<file path="src/rtl/irrx_pkg.sv">
// Shared definitions for the IR pulse-width capture receiver.
package irrx_pkg;
    // Encoding of the edge selection field.
    typedef enum logic [1:0] {
        EDGE_NONE = 2'd0,
        EDGE_RISE = 2'd1,
        EDGE_FALL = 2'd2,
        EDGE_BOTH = 2'd3
    } edge_mode_e;
endpackage

</file>
<file path="src/rtl/irrx_glitch_filter.sv">
// Synchronises the raw IR line and rejects pulses shorter than win_i clocks.
// Assumes raw_i is asynchronous; both edges see the same delay, so widths
// of accepted pulses are preserved.
module irrx_glitch_filter #(
    parameter int CNT_W = 16
) (
    input  logic             clk,
    input  logic             rst_n,
    input  logic             raw_i,
    input  logic [CNT_W-1:0] win_i,
    output logic             lvl_o
);
    logic [1:0]       sync_q;
    logic             lvl_q;
    logic [CNT_W-1:0] run_q;
    logic             pass;

    // Accept the new level once it has persisted for the whole window.
    always_comb pass = (win_i <= CNT_W'(1)) || (run_q >= win_i - CNT_W'(1));

    // Two-stage synchroniser followed by the persistence counter.
    always_ff @(posedge clk) begin
        if (!rst_n) begin
            sync_q <= '0;
            lvl_q  <= 1'b0;
            run_q  <= '0;
        end else begin
            sync_q <= {sync_q[0], raw_i};
            if (sync_q[1] == lvl_q) begin
                run_q <= '0;
            end else if (pass) begin
                lvl_q <= sync_q[1];
                run_q <= '0;
            end else begin
                run_q <= run_q + CNT_W'(1);
            end
        end
    end

    assign lvl_o = lvl_q;
endmodule

</file>
<file path="src/rtl/irrx_width_timer.sv">
// Prescaled, saturating pulse-width timer with edge qualification and
// timeout generation. Produces one push request per counted edge or timeout.
// Assumes lvl_i is synchronous and filtered.
module irrx_width_timer
    import irrx_pkg::*;
#(
    parameter int TMR_W = 18,
    parameter int DIV_W = 16,
    localparam int WID_W = TMR_W - 2
) (
    input  logic             clk,
    input  logic             rst_n,
    input  logic             rx_en_i,
    input  logic [1:0]       edge_sel_i,
    input  logic [DIV_W-1:0] div_i,
    input  logic             lvl_i,
    output logic             push_o,
    output logic             push_tmo_o,
    output logic             push_lvl_o,
    output logic [WID_W-1:0] push_width_o
);
    localparam logic [TMR_W-1:0] TMR_TOP  = '1;
    localparam logic [TMR_W-1:0] TMR_NEAR = TMR_TOP - TMR_W'(1);

    edge_mode_e       mode;
    logic             lvl_q;
    logic [DIV_W-1:0] pre_q;
    logic [TMR_W-1:0] tmr_q;
    logic             running, hit, counted, tick, tmo_hit;

    // Decode which transitions end a measurement.
    always_comb begin
        mode    = edge_mode_e'(edge_sel_i);
        running = rx_en_i && (mode != EDGE_NONE);
        unique case (mode)
            EDGE_RISE: hit = lvl_i & ~lvl_q;
            EDGE_FALL: hit = ~lvl_i & lvl_q;
            EDGE_BOTH: hit = lvl_i ^ lvl_q;
            default:   hit = 1'b0;
        endcase
        counted = running && hit;
        tick    = (pre_q == '0);
        tmo_hit = running && !counted && tick && (tmr_q == TMR_NEAR);
    end

    // Form the push request and the entry fields.
    always_comb begin
        push_o       = counted || tmo_hit;
        push_tmo_o   = tmo_hit;
        push_lvl_o   = counted ? lvl_q : lvl_i;
        push_width_o = tmo_hit ? '1 : tmr_q[TMR_W-1:2];
    end

    // Prescaler reload, timer increment with saturation, restart on edge.
    always_ff @(posedge clk) begin
        if (!rst_n) begin
            lvl_q <= 1'b0;
            pre_q <= '0;
            tmr_q <= '0;
        end else begin
            lvl_q <= lvl_i;
            if (!running || counted) begin
                pre_q <= div_i;
                tmr_q <= '0;
            end else if (tick) begin
                pre_q <= div_i;
                if (tmr_q != TMR_TOP) tmr_q <= tmr_q + TMR_W'(1);
            end else begin
                pre_q <= pre_q - DIV_W'(1);
            end
        end
    end

    // a saturated timer holds until an edge.
    a_r4_no_wrap: assert property (@(posedge clk) disable iff (!rst_n)
        (tmr_q == TMR_TOP && running && !counted) |=> (tmr_q == TMR_TOP));
    // a timeout entry always carries an all-ones width.
    a_r3_tmo_all_ones: assert property (@(posedge clk) disable iff (!rst_n)
        (push_o && push_tmo_o) |-> (&push_width_o));
    // the no-edge mode never requests a push.
    a_r9_none_silent: assert property (@(posedge clk) disable iff (!rst_n)
        (edge_sel_i == 2'd0) |-> !push_o);
endmodule

</file>
<file path="src/rtl/irrx_fifo.sv">
// Receive FIFO with registered read port and overrun detection.
// Assumes DEPTH is a power of two; en_i low holds it empty.
module irrx_fifo #(
    parameter int ENT_W = 18,
    parameter int DEPTH = 8,
    localparam int PTR_W = $clog2(DEPTH),
    localparam int CNT_W = $clog2(DEPTH + 1)
) (
    input  logic             clk,
    input  logic             rst_n,
    input  logic             en_i,
    input  logic             push_i,
    input  logic [ENT_W-1:0] data_i,
    input  logic             pop_i,
    output logic             rd_valid_o,
    output logic [ENT_W-1:0] rd_data_o,
    output logic [CNT_W-1:0] count_o,
    output logic             ovf_o
);
    logic [ENT_W-1:0] mem [DEPTH];
    logic [PTR_W-1:0] wr_q, rd_q;
    logic [CNT_W-1:0] cnt_q;
    logic             has_data, full, do_pop, do_push;

    // Accept or refuse the requests of this cycle.
    always_comb begin
        has_data = (cnt_q != '0);
        full     = (cnt_q == CNT_W'(DEPTH));
        do_pop   = en_i && pop_i && has_data;
        do_push  = en_i && push_i && (!full || do_pop);
        ovf_o    = en_i && push_i && full && !do_pop;
    end

    // Entry storage.
    always_ff @(posedge clk) begin
        if (do_push) mem[wr_q] <= data_i;
    end

    // Pointers and occupancy, emptied while disabled.
    always_ff @(posedge clk) begin
        if (!rst_n || !en_i) begin
            wr_q  <= '0;
            rd_q  <= '0;
            cnt_q <= '0;
        end else begin
            if (do_push) wr_q <= wr_q + PTR_W'(1);
            if (do_pop)  rd_q <= rd_q + PTR_W'(1);
            cnt_q <= cnt_q + CNT_W'(do_push) - CNT_W'(do_pop);
        end
    end

    // Registered read result with its validity flag.
    always_ff @(posedge clk) begin
        if (!rst_n) begin
            rd_valid_o <= 1'b0;
            rd_data_o  <= '0;
        end else if (pop_i) begin
            rd_valid_o <= do_pop;
            rd_data_o  <= do_pop ? mem[rd_q] : '0;
        end
    end

    assign count_o = cnt_q;

    // occupancy never exceeds the depth.
    a_r11_count_bound: assert property (@(posedge clk) disable iff (!rst_n)
        cnt_q <= CNT_W'(DEPTH));
    // popping an empty FIFO yields no valid data.
    a_r5_empty_pop_invalid: assert property (@(posedge clk) disable iff (!rst_n)
        (pop_i && cnt_q == '0) |=> (!rd_valid_o && rd_data_o == '0));
endmodule

</file>
<file path="src/rtl/irrx_capture.sv">
// IR pulse-width capture receiver top: filter, timer, FIFO, sticky status
// and interrupts. Assumes ir_in is an asynchronous demodulated line.
module irrx_capture #(
    parameter int TMR_W = 18,
    parameter int DIV_W = 16,
    parameter int FLT_W = 16,
    parameter int DEPTH = 8,
    parameter int WMARK = 4,
    localparam int WID_W = TMR_W - 2,
    localparam int ENT_W = WID_W + 2,
    localparam int CNT_W = $clog2(DEPTH + 1)
) (
    input  logic             clk,
    input  logic             rst_n,
    input  logic             ir_in,
    input  logic             rx_en,
    input  logic             fifo_en,
    input  logic [1:0]       edge_sel,
    input  logic [DIV_W-1:0] div_val,
    input  logic [FLT_W-1:0] filt_cnt,
    input  logic             svc_ie,
    input  logic             tmo_ie,
    input  logic             ovr_ie,
    input  logic             pop,
    output logic             rd_valid,
    output logic             rd_tmo,
    output logic             rd_level,
    output logic [WID_W-1:0] rd_width,
    output logic [CNT_W-1:0] fifo_count,
    output logic             sts_tmo,
    output logic             sts_ovr,
    output logic             irq_svc,
    output logic             irq_tmo,
    output logic             irq_ovr
);
    logic             lvl;
    logic             push, push_tmo, push_lvl, ovf;
    logic [WID_W-1:0] push_width;
    logic [ENT_W-1:0] rd_data;
    logic             rx_en_q, fifo_en_q, rx_rise, fifo_rise;

    irrx_glitch_filter #(.CNT_W(FLT_W)) u_filt (
        .clk(clk), .rst_n(rst_n), .raw_i(ir_in), .win_i(filt_cnt), .lvl_o(lvl)
    );

    irrx_width_timer #(.TMR_W(TMR_W), .DIV_W(DIV_W)) u_tmr (
        .clk(clk), .rst_n(rst_n), .rx_en_i(rx_en), .edge_sel_i(edge_sel),
        .div_i(div_val), .lvl_i(lvl), .push_o(push), .push_tmo_o(push_tmo),
        .push_lvl_o(push_lvl), .push_width_o(push_width)
    );

    irrx_fifo #(.ENT_W(ENT_W), .DEPTH(DEPTH)) u_fifo (
        .clk(clk), .rst_n(rst_n), .en_i(fifo_en), .push_i(push),
        .data_i({push_tmo, push_lvl, push_width}), .pop_i(pop),
        .rd_valid_o(rd_valid), .rd_data_o(rd_data), .count_o(fifo_count),
        .ovf_o(ovf)
    );

    // Detect the re-enable transitions that clear the sticky bits.
    always_comb begin
        rx_rise   = rx_en && !rx_en_q;
        fifo_rise = fifo_en && !fifo_en_q;
    end

    // Sticky status, cleared only by an enable toggle.
    always_ff @(posedge clk) begin
        if (!rst_n) begin
            rx_en_q   <= 1'b0;
            fifo_en_q <= 1'b0;
            sts_tmo   <= 1'b0;
            sts_ovr   <= 1'b0;
        end else begin
            rx_en_q   <= rx_en;
            fifo_en_q <= fifo_en;
            if (rx_rise)                    sts_tmo <= 1'b0;
            else if (push && push_tmo)      sts_tmo <= 1'b1;
            if (fifo_rise)                  sts_ovr <= 1'b0;
            else if (ovf)                   sts_ovr <= 1'b1;
        end
    end

    // Unpack the read entry and gate the interrupts.
    always_comb begin
        rd_tmo   = rd_data[ENT_W-1];
        rd_level = rd_data[ENT_W-2];
        rd_width = rd_data[WID_W-1:0];
        irq_svc  = svc_ie && (fifo_count >= CNT_W'(WMARK));
        irq_tmo  = tmo_ie && sts_tmo;
        irq_ovr  = ovr_ie && sts_ovr;
    end

    // overrun status survives until the FIFO enable is toggled.
    a_r6_ovr_sticky: assert property (@(posedge clk) disable iff (!rst_n)
        (sts_ovr && !fifo_rise) |=> sts_ovr);
    // timeout status survives until the receiver enable is toggled.
    a_r7_tmo_sticky: assert property (@(posedge clk) disable iff (!rst_n)
        (sts_tmo && !rx_rise) |=> sts_tmo);
endmodule

</file>
<file path="config.mk">
export PLATFORM = sky130hd
export DESIGN_NAME = irrx_capture
export DESIGN_NICKNAME = d
export VERILOG_FILES = /design/src/rtl/irrx_pkg.sv /design/src/rtl/irrx_glitch_filter.sv /design/src/rtl/irrx_width_timer.sv /design/src/rtl/irrx_fifo.sv /design/src/rtl/irrx_capture.sv
export SDC_FILE = /design/constraint.sdc
export NUM_CORES = 1
export LEC_CHECK = 0
export BUFFER_PORTS_ARGS = -buffer_cell sky130_fd_sc_hd__clkbuf_2
export CAP_MARGIN = 40
export CORE_MARGIN = 3
export CORE_UTILIZATION = 51
export CTS_CLUSTER_SIZE = 14
export DETAILED_ROUTE_END_ITERATION = 12
export PLACE_DENSITY = 0.69
export SLEW_MARGIN = 40
export SYNTH_ARGS = -nofsm -noshare
export SYNTH_HDL_FRONTEND = slang
export SYNTH_SLANG_ARGS = --single-unit
</file>
<file path="constraint.sdc">
create_clock -name clk -period 5.97 [get_ports clk]
set_input_delay 1.194 -clock clk [delete_from_list [all_inputs] [get_ports clk]]
set_output_delay 1.194 -clock clk [all_outputs]
set_load 0.05 [all_outputs]
</file>
* After elaboration in Yosys (flattened, before gate mapping) *
Memories as Yosys holds them, arrays and structs flattened. A register that Yosys moved wholly into a read port is not among the register bits.
Index checks and enable logic that the tools add are counted.

word-level totals
  register bits after elaboration = 87
  latch bits = 0
  bits in writable memories = 144
  memory bits (read-only) = 0
  bits of input ports = 43
  output and inout bits = 28
  logic and storage cells = 90
  memories = 1

memory list
  name        words  bits a word  rd ports  clocked after Yosys merged registers in  wr ports  line             source
  u_fifo.mem  8      18           1         1                                        1         irrx_fifo.sv:20  logic [ENT_W-1:0] mem [DEPTH];

cells by class
  add/sub/neg operators = 8
  multiply operators = 0
  divide/modulo/power cells = 0
  order comparisons = 3
  equal/unequal tests = 7
  shift-type cells = 0
  muxes and demuxes = 10
  bitwise operators = 7
  reductions and logical operators = 39

operator list
  cell                                                              count
  2-to-1 mux 16 bit                                                 3
  subtractor 16 x 1 -> 16 bit (second input constant)               2
  adder 18 x 1 -> 18 bit (second input constant)                    1
  == test 18 bit (second input constant)                            1
  2-to-1 mux 18 bit                                                 1
  inequality test 18 bit (second input constant)                    1
  logical AND 1 bit                                                 17
  adder 16 x 1 -> 16 bit (second input constant)                    1
  >= comparator 16 bit                                              1
  less-or-equal comparator 16 x 1 -> 1 bit (second input constant)  1
  logical NOT 16 bit                                                1
  logical NOT 1 bit                                                 8
  adder 3 x 1 -> 3 bit (second input constant)                      2
  2-to-1 mux 3 bit                                                  2
  OR reduction 2 bit                                                3
  logical OR 1 bit                                                  5
  adder 4 x 1 -> 4 bit                                              1
  == test 2 bit (second input constant)                             2
  == test 4 bit (second input constant)                             1
  >= comparator 4 x 3 -> 1 bit (second input constant)              1
  NOT 1 bit                                                         4
  AND reduction 2 bit                                               2
  nonzero test 4 bit                                                1
  subtractor 4 x 1 -> 4 bit                                         1
  other kinds (8)                                                   11

* Logic depth before layout (Yosys ltp) *
Gate-level depths: netlist (run 1).

  depth in word-level cells = 13
  gate-level depth with buffers = 14
  gate-level depth less buffers = 12

* Cells and area by module *
A second synthesis (run 1) with hierarchy kept.

second synthesis, totals
  cell total of the unflattened synthesis = 820
  area, all modules = 10602.7 µm²

modules (own cells, without submodules)
  module              times used  cells an instance  area each (µm²)  seq. area each (µm²)
  irrx_fifo           1           390                6887.9           4964.8
  irrx_width_timer    1           245                2030.7           700.7
  irrx_glitch_filter  1           170                1525.2           380.4
  irrx_capture        1           15                 158.9            80.1

* Worst setup path after synthesis (run 1) *
No wires, ideal clock.

  path kind = input to register
  from = input edge_sel[1]
  to = memory u_fifo.mem[4][0], enable pin
  data arrival time = 3.888 ns
  setup slack = 1.643 ns
  stages on the path = 6
  buffers on the path = 1
  cells stage by stage = nand2b_1 a21bo_2 a21oi_1 o211ai_2 buf_2 nor4_1

on the way
  word-level cells in the longest chain between the ends = 12

RTL lines
  item                                                                            line                                            source
  start: declaration                                                              irrx_capture.sv:18                              input logic [1:0] edge_sel,
  == test 2 bit, or another cell as far along                                     irrx_width_timer.sv:35                          unique case (mode)
  one-hot mux 1 bit (3 select lines) / logical AND 1 bit (equally long branches)  irrx_width_timer.sv:35, irrx_width_timer.sv:34
  logical AND 1 bit                                                               irrx_width_timer.sv:41                          counted = running && hit;
  logical NOT 1 bit                                                               irrx_width_timer.sv:43                          tmo_hit = running && !counted && tick && (tmr_q == TMR_NEAR);
  logical AND 1 bit (3 in a row)                                                  irrx_width_timer.sv:43
  logical OR 1 bit (*)                                                            irrx_width_timer.sv:48                          push_o = counted || tmo_hit;
  logical AND 1 bit (*) (2 in a row)                                              irrx_fifo.sv:30                                 do_push = en_i && push_i && (!full || do_pop);
  2-to-1 mux 1 bit (*)                                                            irrx_fifo.sv:36                                 if (do_push) mem[wr_q] <= data_i;
  2-to-1 mux 1 bit (not written as such) (*)                                      irrx_fifo.sv:36
  end: declaration                                                                irrx_fifo.sv:20

Every way passes the cells marked *; elsewhere a longest branch is shown, timed or not.

* Worst setup path in the final report (run 1) *
  from = input filt_cnt[6]
  to = register u_filt.run_q[2]

on the way
  word-level cells in the longest chain between the ends = 4

RTL lines
  item                              line                      source
  start: declaration                irrx_capture.sv:20        input logic [FLT_W-1:0] filt_cnt,
  subtractor 16 x 1 -> 16 bit       irrx_glitch_filter.sv:19  always_comb pass = (win_i <= CNT_W'(1)) || (run_q >= win_i - CNT_W'(1));
  >= comparator 16 bit              irrx_glitch_filter.sv:19
  logical OR 1 bit (*)              irrx_glitch_filter.sv:19
  OR reduction 3 bit (no line) (*)  --
  end signal: assignment            irrx_glitch_filter.sv:35  run_q <= run_q + CNT_W'(1);
  end: declaration                  irrx_glitch_filter.sv:15  logic [CNT_W-1:0] run_q;

Marked as above.
A chain may end at the register's enable or synchronous reset.

==> impl_table.tex, run 1 <==
\begin{tabular}{lr}
\hline
Metric & Value \\
\hline
\multicolumn{2}{l}{\textbf{Global routing}} \\
Number of antenna violations at the first check in global routing & 0 \\
Wire length of the first global-routing pass & 33,100 um \\
Via count of the first global-routing pass & 6,404 \\
Maximum number of pins on one net before global-route repair & 38 \\
Total track usage & 19.0\% \\
Total congestion overflow after global routing & 0 \\
\multicolumn{2}{l}{\textbf{Timing}} \\
Final setup viols & 0 \\
Final worst path period share & $\sim$61\% \\
Clock skew & 0.0129 ns \\
Final hold violation count & 0 \\
Max-Slew Margin vs Limit & between 40\% and 50\% \\
Setup repair after global routing missed its margin & no \\
Worst path setup slack after routing & roughly 2.3 ns \\
Slew Limit Fails & 0 \\
Slew @ Worst Pin & 0.761 ns \\
Total negative slack for setup checks & 0 ns \\
Crit path time final & 3.65 ns \\
Achievable frequency & 0.274 GHz \\
\multicolumn{2}{l}{\textbf{CTS}} \\
Clk pin slew, worst setup/hold paths & 0.06 ns \\
Setup fix buffers added after clock tree synthesis & 0 \\
Hold-fix buffers, CTS & 0 \\
CTS buffer count & 24 \\
Post\_cts resized & 0 \\
Clock latency on the worst-skew pair & 0.51 ns \\
Clk buf depth & 3 \\
CTS tree & done \\
Clock Tree Root & sky130\_fd\_sc\_hd\_\_clkbuf\_16 \\
Number of sinks on the clock net & around 230 \\
Deepest level of the CTS H-tree & 1 \\
\multicolumn{2}{l}{\textbf{Logic synthesis}} \\
Net count after synthesis & $\sim$850 \\
Count of warnings emitted by yosys & 0 \\
Register bit total from synthesis & between 200 and 250 \\
Cell area after synthesis & 0.0102 mm2 \\
Cell count after synthesis & 771 \\
Async SR Flop Fraction & 0\% \\
Area fraction of the dominant cell type after synthesis & 42.5\% \\
Dominant cell type by area after synthesis & sky130\_fd\_sc\_hd\_\_edfxtp\_1 \\
Sequential area share after synthesis & around three fifths \\
EDFF count, synth & 144 \\
Top cells by area in the synthesized netlist & sky130\_fd\_sc\_hd\_\_edfxtp\_1, sky130\_fd\_sc\_hd\_\_dfxtp\_1, sky130\_fd\_sc\_hd\_\_mux4\_2, sky130\_fd\_sc\_hd\_\_ha\_1, sky130\_fd\_sc\_hd\_\_xnor2\_1 \\
Yosys cell types & 56 \\
Per-instance average area after synthesis & 13.2 um2 \\
Most used DFF post-synth & sky130\_fd\_sc\_hd\_\_edfxtp\_1 \\
\multicolumn{2}{l}{\textbf{Critical path}} \\
Worst Setup Start Kind & input port \\
Largest driver fanout on the critical path & 16 \\
Capturing element type of the critical path & flop \\
Max incr delay on CP & 0.59 ns \\
Cell-by-cell listing of the critical path & clkbuf\_2 > nor4\_1 > nand3\_1 > nor3\_1 > xnor2\_1 > ha\_1 > a21o\_1 > a21oi\_1 > nand2\_1 > a21oi\_1 > o2111ai\_2 > nor2\_1 \\
Data arrival at the endpoint of the critical path & roughly 4 ns \\
Required arrival time at the worst endpoint & 6.41 ns \\
Most prevalent standard cell on the critical path & sky130\_fd\_sc\_hd\_\_a21oi\_1 \\
Slowest library cell on the worst path & sky130\_fd\_sc\_hd\_\_nor4\_1 \\
Cell family with the largest share of critical-path delay & simple AND/OR/NAND/NOR gates \\
Worst setup path category & input port to flop \\
Critical path buffer and inverter count & 1 \\
\multicolumn{2}{l}{\textbf{Cells and area}} \\
ANT cells & 0 \\
Leading cell types in the layout, fill and taps excluded & sky130\_fd\_sc\_hd\_\_edfxtp\_1, sky130\_fd\_sc\_hd\_\_dfxtp\_1, sky130\_fd\_sc\_hd\_\_clkbuf\_2, sky130\_fd\_sc\_hd\_\_nor2\_1, sky130\_fd\_sc\_hd\_\_inv\_1 \\
Summed area of non-filler cells in the final layout & 0.0117 mm2 \\
Proportion of layout cells with a drive suffix above 1 & 20.7\% \\
Most common cell after layout, fill and taps aside & sky130\_fd\_sc\_hd\_\_edfxtp\_1 \\
Layout overhead on the synthesized area & 14.7\% \\
Fin nets & 914 \\
\multicolumn{2}{l}{\textbf{Floorplan}} \\
Core box area & slightly below 0.02 mm2 \\
Number of top-level pins & 71 \\
Starting utilization of the core area & 52.1\% \\
Die Width & roughly 150 um \\
Full die area & between 0.02 and 0.025 mm2 \\
Die extent in y & 147 um \\
Num rows & 51 \\
\multicolumn{2}{l}{\textbf{Pwr}} \\
Peak supply drop & between 200 and 250 uV \\
Cell area power density & 279 mW/mm2 \\
Switching fraction of total power & 20.6\% \\
Clock group share of total power & 44.2\% \\
Pint & 2.59 mW \\
Combinational Power Share & 3.1\% \\
Leakage power total & between 3 and 4 nW \\
Reg power frac & 52.7\% \\
Net Switching & 0.671 mW \\
\multicolumn{2}{l}{\textbf{Placed design}} \\
DP HPWL & 13,200 um \\
Routability-driven placement congestion ratio & 0.863 \\
Pre-CTS worst setup slack & between 1.5 and 2 ns \\
Placed Area & 0.0109 mm2 \\
Port buffer count & 70 \\
\multicolumn{2}{l}{\textbf{Drt}} \\
Routed WL per cell & 18.2 um \\
Number of routed nets with antenna violations & 0 \\
Overall routed net length & 20,300 um \\
Number of remaining DRC errors & 0 \\
Detailed-route vias per instance & between 5 and 6 \\
Drt first pass iters & 5 \\
Initial drt markers & 461 \\
Count of vias placed by the detailed router & 6,214 \\
\multicolumn{2}{l}{\textbf{Status}} \\
Status & finished clean \\
\multicolumn{2}{l}{\textbf{Worst hold path}} \\
Path type of the worst min-delay path & flop to flop \\
\multicolumn{2}{l}{\textbf{Flow run}} \\
Count of max-cap constraint violations & 0 \\
\hline
\end{tabular}
[cell type report]
type	instances	area, um2
fill	1491	7850
sequential	234	6130
multi-input combinational	443	3780
clock buffer	28	626
timing repair buffer	85	485
tap	265	332
inverter	49	184
clock inverter	16	151
[synthesized netlist by cell type, types with 18 or more instances]
cell / n
sky130_fd_sc_hd__and2_1: 24
sky130_fd_sc_hd__clkbuf_1: 36
sky130_fd_sc_hd__dfxtp_1: 90
sky130_fd_sc_hd__edfxtp_1: 144
sky130_fd_sc_hd__ha_1: 33
sky130_fd_sc_hd__inv_1: 48
sky130_fd_sc_hd__mux2i_1: 23
sky130_fd_sc_hd__mux4_2: 36
sky130_fd_sc_hd__nand2_1: 28
sky130_fd_sc_hd__nand3_1: 19
sky130_fd_sc_hd__nor2_1: 64
sky130_fd_sc_hd__o22ai_1: 18
sky130_fd_sc_hd__xnor2_1: 32
sky130_fd_sc_hd__xor2_1: 26
[cells by family after synthesis]
| family | synth area share [%] |
|---|---|
| AO/OA/AOI/OAI | 5.51 |
| AND/OR/NAND/NOR | 11.3 |
| multiplexers | 10.2 |
| XOR/XNOR | 4.99 |
| adder cells (fa/ha/maj) | 4.25 |
| buffers and inverters | 3.56 |
| flip-flops | 60.2 |
[flip-flops by register name, indices dropped and copies added (netlist names), named ones only]
name,flops
fifo_en_q,1
u_fifo.count_o,4
sts_ovr,1
u_fifo.rd_data_o,18
rx_en_q,1
u_fifo.wr_q,3
u_tmr.lvl_q,1
u_fifo.rd_valid_o,1
sts_tmo,1
u_fifo.rd_q,3
u_tmr.tmr_q,18
u_fifo.mem,144
u_tmr.pre_q,16
u_filt.run_q,16
u_filt.lvl_o,1
u_filt.sync_q,2
[tightest hold or removal path: stages, from the launching register on]
cell and delay [ns]:
sky130_fd_sc_hd__dfxtp_1 0.32, sky130_fd_sc_hd__nand2_1 0.05, sky130_fd_sc_hd__mux2i_1 0.05
[routing by layer]
metal  up-vias  GRT usage (%)  wire (um)  share of wire, %
met5         -              0          0                 0
met4         0           4.38        249               1.2
met3        21           2.87       1080               5.3
met2       154           33.8      10400                51
met1      3077           24.7       8620                42
li1       2962              -          -                 -
[metrics by stage]
| step | cells | hold WS (ns) | utilization, % | total power [mW] |
|---|---|---|---|---|
| after floorplan | 771 | 0.412 | - | 1.82 |
| after global placement | 1072 | 0.451 | 55.5 | 1.85 |
| after detailed placement | 1076 | 0.465 | 55.8 | 1.86 |
| after CTS | 1120 | 0.475 | 59.8 | 3.30 |
| after global routing | 1120 | 0.495 | 59.8 | 3.38 |
| final | 1120 | 0.470 | 59.8 | 3.26 |
[power groups by stage]
stage               Sequential, mW  Combinational, mW  Clock (mW)
finish                        1.72              0.103        1.44
global route                  1.72              0.116        1.55
CTS                           1.72              0.103        1.48
detailed placement            1.75              0.103           0
global placement              1.75             0.0981           0
floorplan                     1.75             0.0664           0
[worst paths after layout]
| check | from | to | slack, ns | depth (start not counted) |
|---|---|---|---|---|
| setup reg to reg | u_filt.lvl_o$_SDFFE_PN0P_ | u_fifo.count_o[1]$_SDFF_PP0_ | 2.76 | 11 |
| setup / recovery | filt_cnt[6] | u_filt.run_q[2]$_SDFF_PP0_ | 2.32 | 12 |
| hold / removal | u_filt.sync_q[1]$_SDFF_PN0_ | u_filt.lvl_o$_SDFFE_PN0P_ | 0.47 | 2 |
| hold reg to reg | u_filt.sync_q[1]$_SDFF_PN0_ | u_filt.lvl_o$_SDFFE_PN0P_ | 0.47 | 2 |
Note: power is estimated with default switching activity, not from simulation.
==> run 2: changes to the inputs <==
--- a/config.mk
+++ b/config.mk
@@ -5,6 +5,7 @@
 export SDC_FILE = /design/constraint.sdc
 export NUM_CORES = 1
 export LEC_CHECK = 0
+export ABC_AREA = 1
 export BUFFER_PORTS_ARGS = -buffer_cell sky130_fd_sc_hd__clkbuf_2
 export CAP_MARGIN = 40
 export CORE_MARGIN = 3
==> constraint.sdc (replaced) <==
create_clock -name clk -period 3.8 [get_ports clk]
set_input_delay 0.76 -clock clk [delete_from_list [all_inputs] [get_ports clk]]
set_output_delay 0.76 -clock clk [all_outputs]
set_load 0.05 [all_outputs]
==> run 2 against run 1 <==
Against the previous run:
- via count grew 24%
- non-clock buffer count grew 1
- clock skew shrank 0.0025 ns
- first-iteration DRC count grew 37%
- largest power group unchanged
- highest routed layer unchanged
==> impl_table.tex, run 2 <==
\begin{tabular}{lr}
\hline
Metric & Value \\
\hline
\multicolumn{2}{l}{\textbf{Cells and area}} \\
Proportion of layout cells with a drive suffix above 1 & 15.4\% (was 20.7\%) \\
Register bank with the most flops & u\_fifo.mem (unchanged) \\
Fin nets & 1,245 (was 914) \\
Most common cell after layout, fill and taps aside & sky130\_fd\_sc\_hd\_\_nor2\_1 (was sky130\_fd\_sc\_hd\_\_edfxtp\_1) \\
Leading cell types in the layout, fill and taps excluded & sky130\_fd\_sc\_hd\_\_nor2\_1, sky130\_fd\_sc\_hd\_\_edfxtp\_1, sky130\_fd\_sc\_hd\_\_nand2\_1, sky130\_fd\_sc\_hd\_\_o21ai\_0, sky130\_fd\_sc\_hd\_\_dfxtp\_1 (was sky130\_fd\_sc\_hd\_\_edfxtp\_1, sky130\_fd\_sc\_hd\_\_dfxtp\_1, sky130\_fd\_sc\_hd\_\_clkbuf\_2, sky130\_fd\_sc\_hd\_\_nor2\_1, sky130\_fd\_sc\_hd\_\_inv\_1) \\
Registers with the most flip-flops & u\_fifo.mem x144, u\_fifo.rd\_data\_o x18, u\_tmr.tmr\_q x18 (unchanged) \\
Sequential cell area & 0.00613 mm2 (about the same) \\
Finished Layout Cells & 1,457 (was 1,120) \\
Flip-flop count of the largest register, all copies and words added & 144 (unchanged) \\
ANT cells & 0 (unchanged) \\
Filler cell count in the final layout & 1,727 (was 1,491) \\
Layout overhead on the synthesized area & 13.2\% (was 14.7\%) \\
Multi-input combinational cell area & 0.00410 mm2 (was 0.00378 mm2) \\
\multicolumn{2}{l}{\textbf{Logic synthesis}} \\
Net count after synthesis & 1,189 (was 848) \\
Top cells by count, synth & sky130\_fd\_sc\_hd\_\_nor2\_1, sky130\_fd\_sc\_hd\_\_edfxtp\_1, sky130\_fd\_sc\_hd\_\_nand2\_1 (was sky130\_fd\_sc\_hd\_\_edfxtp\_1, sky130\_fd\_sc\_hd\_\_dfxtp\_1, sky130\_fd\_sc\_hd\_\_nor2\_1) \\
Area fraction of the dominant cell type after synthesis & 40.1\% (was 42.5\%) \\
Per-instance average area after synthesis & 9.69 um2 (was 13.2 um2) \\
Most used standard cell by instance count after synthesis & sky130\_fd\_sc\_hd\_\_nor2\_1 (was sky130\_fd\_sc\_hd\_\_edfxtp\_1) \\
Async SR Flop Fraction & 0\% (unchanged) \\
Top cells by area in the synthesized netlist & sky130\_fd\_sc\_hd\_\_edfxtp\_1, sky130\_fd\_sc\_hd\_\_dfxtp\_1, sky130\_fd\_sc\_hd\_\_nor2\_1, sky130\_fd\_sc\_hd\_\_o21ai\_0, sky130\_fd\_sc\_hd\_\_nand2\_1 (was sky130\_fd\_sc\_hd\_\_edfxtp\_1, sky130\_fd\_sc\_hd\_\_dfxtp\_1, sky130\_fd\_sc\_hd\_\_mux4\_2, sky130\_fd\_sc\_hd\_\_ha\_1, sky130\_fd\_sc\_hd\_\_xnor2\_1) \\
Yosys cell types & 42 (was 56) \\
Dominant cell type by area after synthesis & sky130\_fd\_sc\_hd\_\_edfxtp\_1 (unchanged) \\
Register bit total from synthesis & 234 (unchanged) \\
Count of warnings emitted by yosys & 0 (unchanged) \\
Cell count after synthesis & 1,112 (was 771) \\
Most used DFF post-synth & sky130\_fd\_sc\_hd\_\_edfxtp\_1 (unchanged) \\
EDFF count, synth & 144 (unchanged) \\
Sequential area share after synthesis & 56.9\% (was 60.2\%) \\
Cell area after synthesis & 0.0108 mm2 (was 0.0102 mm2) \\
\multicolumn{2}{l}{\textbf{Critical path}} \\
Slowest library cell on the worst path & sky130\_fd\_sc\_hd\_\_nand4\_2 (was sky130\_fd\_sc\_hd\_\_nor4\_1) \\
Largest driver fanout on the critical path & 18 (was 16) \\
Worst Setup Start Kind & input port (unchanged) \\
Max incr delay on CP & 0.42 ns (was 0.59 ns) \\
Required arrival time at the worst endpoint & 4.22 ns (was 6.41 ns) \\
Worst setup path category & input port to flop (unchanged) \\
Data arrival at the endpoint of the critical path & 3.44 ns (was 4.08 ns) \\
Cell-by-cell listing of the critical path & clkbuf\_2 > inv\_1 > ha\_1 > nand2\_1 > nor2\_2 > nand3\_1 > or2\_1 > o21ai\_0 > o21ai\_1 > inv\_1 > ha\_1 > nand2\_1 > o21ai\_0 > a21oi\_1 > nand4\_2 > nor3\_1 (was clkbuf\_2 > nor4\_1 > nand3\_1 > nor3\_1 > xnor2\_1 > ha\_1 > a21o\_1 > a21oi\_1 > nand2\_1 > a21oi\_1 > o2111ai\_2 > nor2\_1) \\
Capturing element type of the critical path & flop (unchanged) \\
\multicolumn{2}{l}{\textbf{CTS}} \\
Clock Tree Root & sky130\_fd\_sc\_hd\_\_clkbuf\_16 (unchanged) \\
Clock latency on the worst-skew pair & 0.51 ns (about the same) \\
Clk buf depth & 3 (unchanged) \\
Setup fix buffers added after clock tree synthesis & 0 (unchanged) \\
Clk pin slew, worst setup/hold paths & 0.06 ns (about the same) \\
Number of sinks on the clock net & 234 (unchanged) \\
Post\_cts resized & 0 (unchanged) \\
Hold-fix buffers, CTS & 0 (unchanged) \\
CTS buffer count & 25 (was 24) \\
Deepest level of the CTS H-tree & 1 (unchanged) \\
CTS tree & done (unchanged) \\
\multicolumn{2}{l}{\textbf{Timing}} \\
Slew @ Worst Pin & 0.730 ns (was 0.761 ns) \\
Final setup viols & 0 (unchanged) \\
Minimum hold slack & 0.426 ns (was 0.470 ns) \\
Final worst path period share & roughly 80\% \\
Crit path time final & approximately 3.0 ns \\
Clock skew & 0.0104 ns (was 0.0129 ns) \\
Achievable frequency & about 0.33 GHz \\
Total negative slack for setup checks & 0 ns (unchanged) \\
Slew Limit Fails & 0 (unchanged) \\
Setup repair after global routing missed its margin & no (unchanged) \\
Final hold violation count & 0 (unchanged) \\
Max-Slew Margin vs Limit & 51.3\% (was 49.2\%) \\
Worst path setup slack after routing & 0.778 ns (was 2.32 ns) \\
\multicolumn{2}{l}{\textbf{Drt}} \\
Detailed-route vias per instance & 5.28 (was 5.55) \\
Number of routed nets with antenna violations & 0 (unchanged) \\
Routed WL per cell & 15.1 um (was 18.2 um) \\
Drt first pass iters & 4 (was 5) \\
Count of vias placed by the detailed router & 7,697 (was 6,214) \\
Overall routed net length & 22,000 um (was 20,300 um) \\
Number of remaining DRC errors & 0 (unchanged) \\
Initial drt markers & 630 (was 461) \\
\multicolumn{2}{l}{\textbf{Global routing}} \\
Wire length of the first global-routing pass & 36,000 um (was 33,100 um) \\
Total congestion overflow after global routing & 0 (unchanged) \\
Maximum number of pins on one net before global-route repair & 73 (was 38) \\
Total track usage & 19.6\% (was 19.0\%) \\
Via count of the first global-routing pass & 7,237 (was 6,404) \\
Number of antenna violations at the first check in global routing & 0 (unchanged) \\
\multicolumn{2}{l}{\textbf{Placed design}} \\
Placed Cells & 1,411 (was 1,076) \\
DP HPWL & 13,900 um (was 13,200 um) \\
Port buffer count & 70 (unchanged) \\
Routability-driven placement congestion ratio & 0.847 (was 0.863) \\
Pre-CTS worst setup slack & 0.212 ns (was 1.73 ns) \\
\multicolumn{2}{l}{\textbf{Flow run}} \\
Count of max-cap constraint violations & 0 (unchanged) \\
\multicolumn{2}{l}{\textbf{Floorplan}} \\
Num rows & 52 (was 51) \\
Starting utilization of the core area & 52.6\% (was 52.1\%) \\
Core box area & 0.0205 mm2 (was 0.0195 mm2) \\
Full die area & 0.0229 mm2 (was 0.0217 mm2) \\
Number of top-level pins & 71 (unchanged) \\
Die extent in y & 151 um (was 147 um) \\
Die Width & 151 um (was 147 um) \\
\multicolumn{2}{l}{\textbf{Worst hold path}} \\
Path type of the worst min-delay path & input port to flop (was flop to flop) \\
\multicolumn{2}{l}{\textbf{Status}} \\
Status & finished clean (unchanged) \\
\multicolumn{2}{l}{\textbf{Pwr}} \\
Leakage power total & 4.73 nW (was 3.89 nW) \\
Peak supply drop & 294 uV (was 209 uV) \\
Cell area power density & 441 mW/mm2 (was 279 mW/mm2) \\
\hline
\end{tabular}
-- run 2: cell types whose count changed after synthesis, sizes merged, moves of 16 or more --
| cell | delta |
|---|---|
| nor2 | +140 |
| and2 | -22 |
| o22ai | -18 |
| nand3 | +16 |
| o21ai | +100 |
| a21oi | +54 |
| inv | +31 |
| mux4 | -36 |
| o211ai | +33 |
| mux2i | -23 |
| nand2 | +123 |
-- run 2: path summary, 6_finish.rpt --
check             slack (ns)                      endpoint                          from  cells past startpoint
setup / recovery        0.78    u_filt.run_q[8]$_SDFF_PP0_                   filt_cnt[0]                     16
setup reg to reg        1.21  u_fifo.count_o[2]$_SDFF_PP0_  u_tmr.tmr_q[11]$_SDFFE_PP0P_                     13
hold reg to reg         0.43     u_tmr.pre_q[0]$_SDFF_PN0_     u_tmr.pre_q[0]$_SDFF_PN0_                      1
hold / removal          0.43   u_filt.sync_q[0]$_SDFF_PN0_                         ir_in                      3
-- run 2: cells by family after synthesis --
| kind of cell | Yosys count | synth area share [%] |
|---|---|---|
| adders and majority gates | 34 | 4.02 |
| AOI/OAI and AO/OA | 217 | 11.5 |
| buffers and inverters | 139 | 5.18 |
| xor gates and xnor gates | 52 | 4.23 |
| DFF | 234 | 56.9 |
| and+or+nand+nor | 436 | 18.1 |
-- run 2: worst max-delay path: cells and delay by family --
kind | cells | cell delay (ns)
adder cells (fa/ha/maj) | 2 | 0.43
AND/OR/NAND/NOR | 7 | 1.51
AO/OA/AOI/OAI | 4 | 0.48
buffers and inverters | 3 | 0.26
-- run 2: metrics by stage --
step / power [mW] / utilization (%) / area (um2)
finish: 5.37 / 59.5 / 12200
global route: 5.55 / 59.5 / 12200
CTS: 5.42 / 59.5 / 12200
detailed placement: 2.97 / 55.4 / 11300
global placement: 2.96 / 55.3 / 11300
floorplan: 2.91 / - / 10800
-- run 2: routing by layer --
metal | track usage (%) | up-vias | part of all wire, %
li1 | - | 3882 | -
met1 | 26.3 | 3596 | 45
met2 | 33.3 | 185 | 48
met3 | 2.75 | 34 | 5.9
met4 | 5.67 | 0 | 1.9
met5 | 0 | - | 0
-- run 2: layout make-up --
| cell class | instances | share of cell area (%) |
|---|---|---|
| Inverter | 82 | 2.53 |
| Timing Repair Buffer | 86 | 3.86 |
| Clock buffer | 31 | 5.48 |
| Multi-Input combinational cell | 739 | 33.6 |
| Tap cell | 270 | 2.77 |
| Sequential cell | 234 | 50.3 |
| Clock inverter | 15 | 1.47 |
-- run 2: power by group --
part / switching, mW / total (mW) / internal, mW
Combinational: 0.128 / 0.207 / 0.0786
Sequential: 0.0191 / 2.70 / 2.68
Clock: 0.944 / 2.46 / 1.52
Total: 1.09 / 5.37 / 4.28
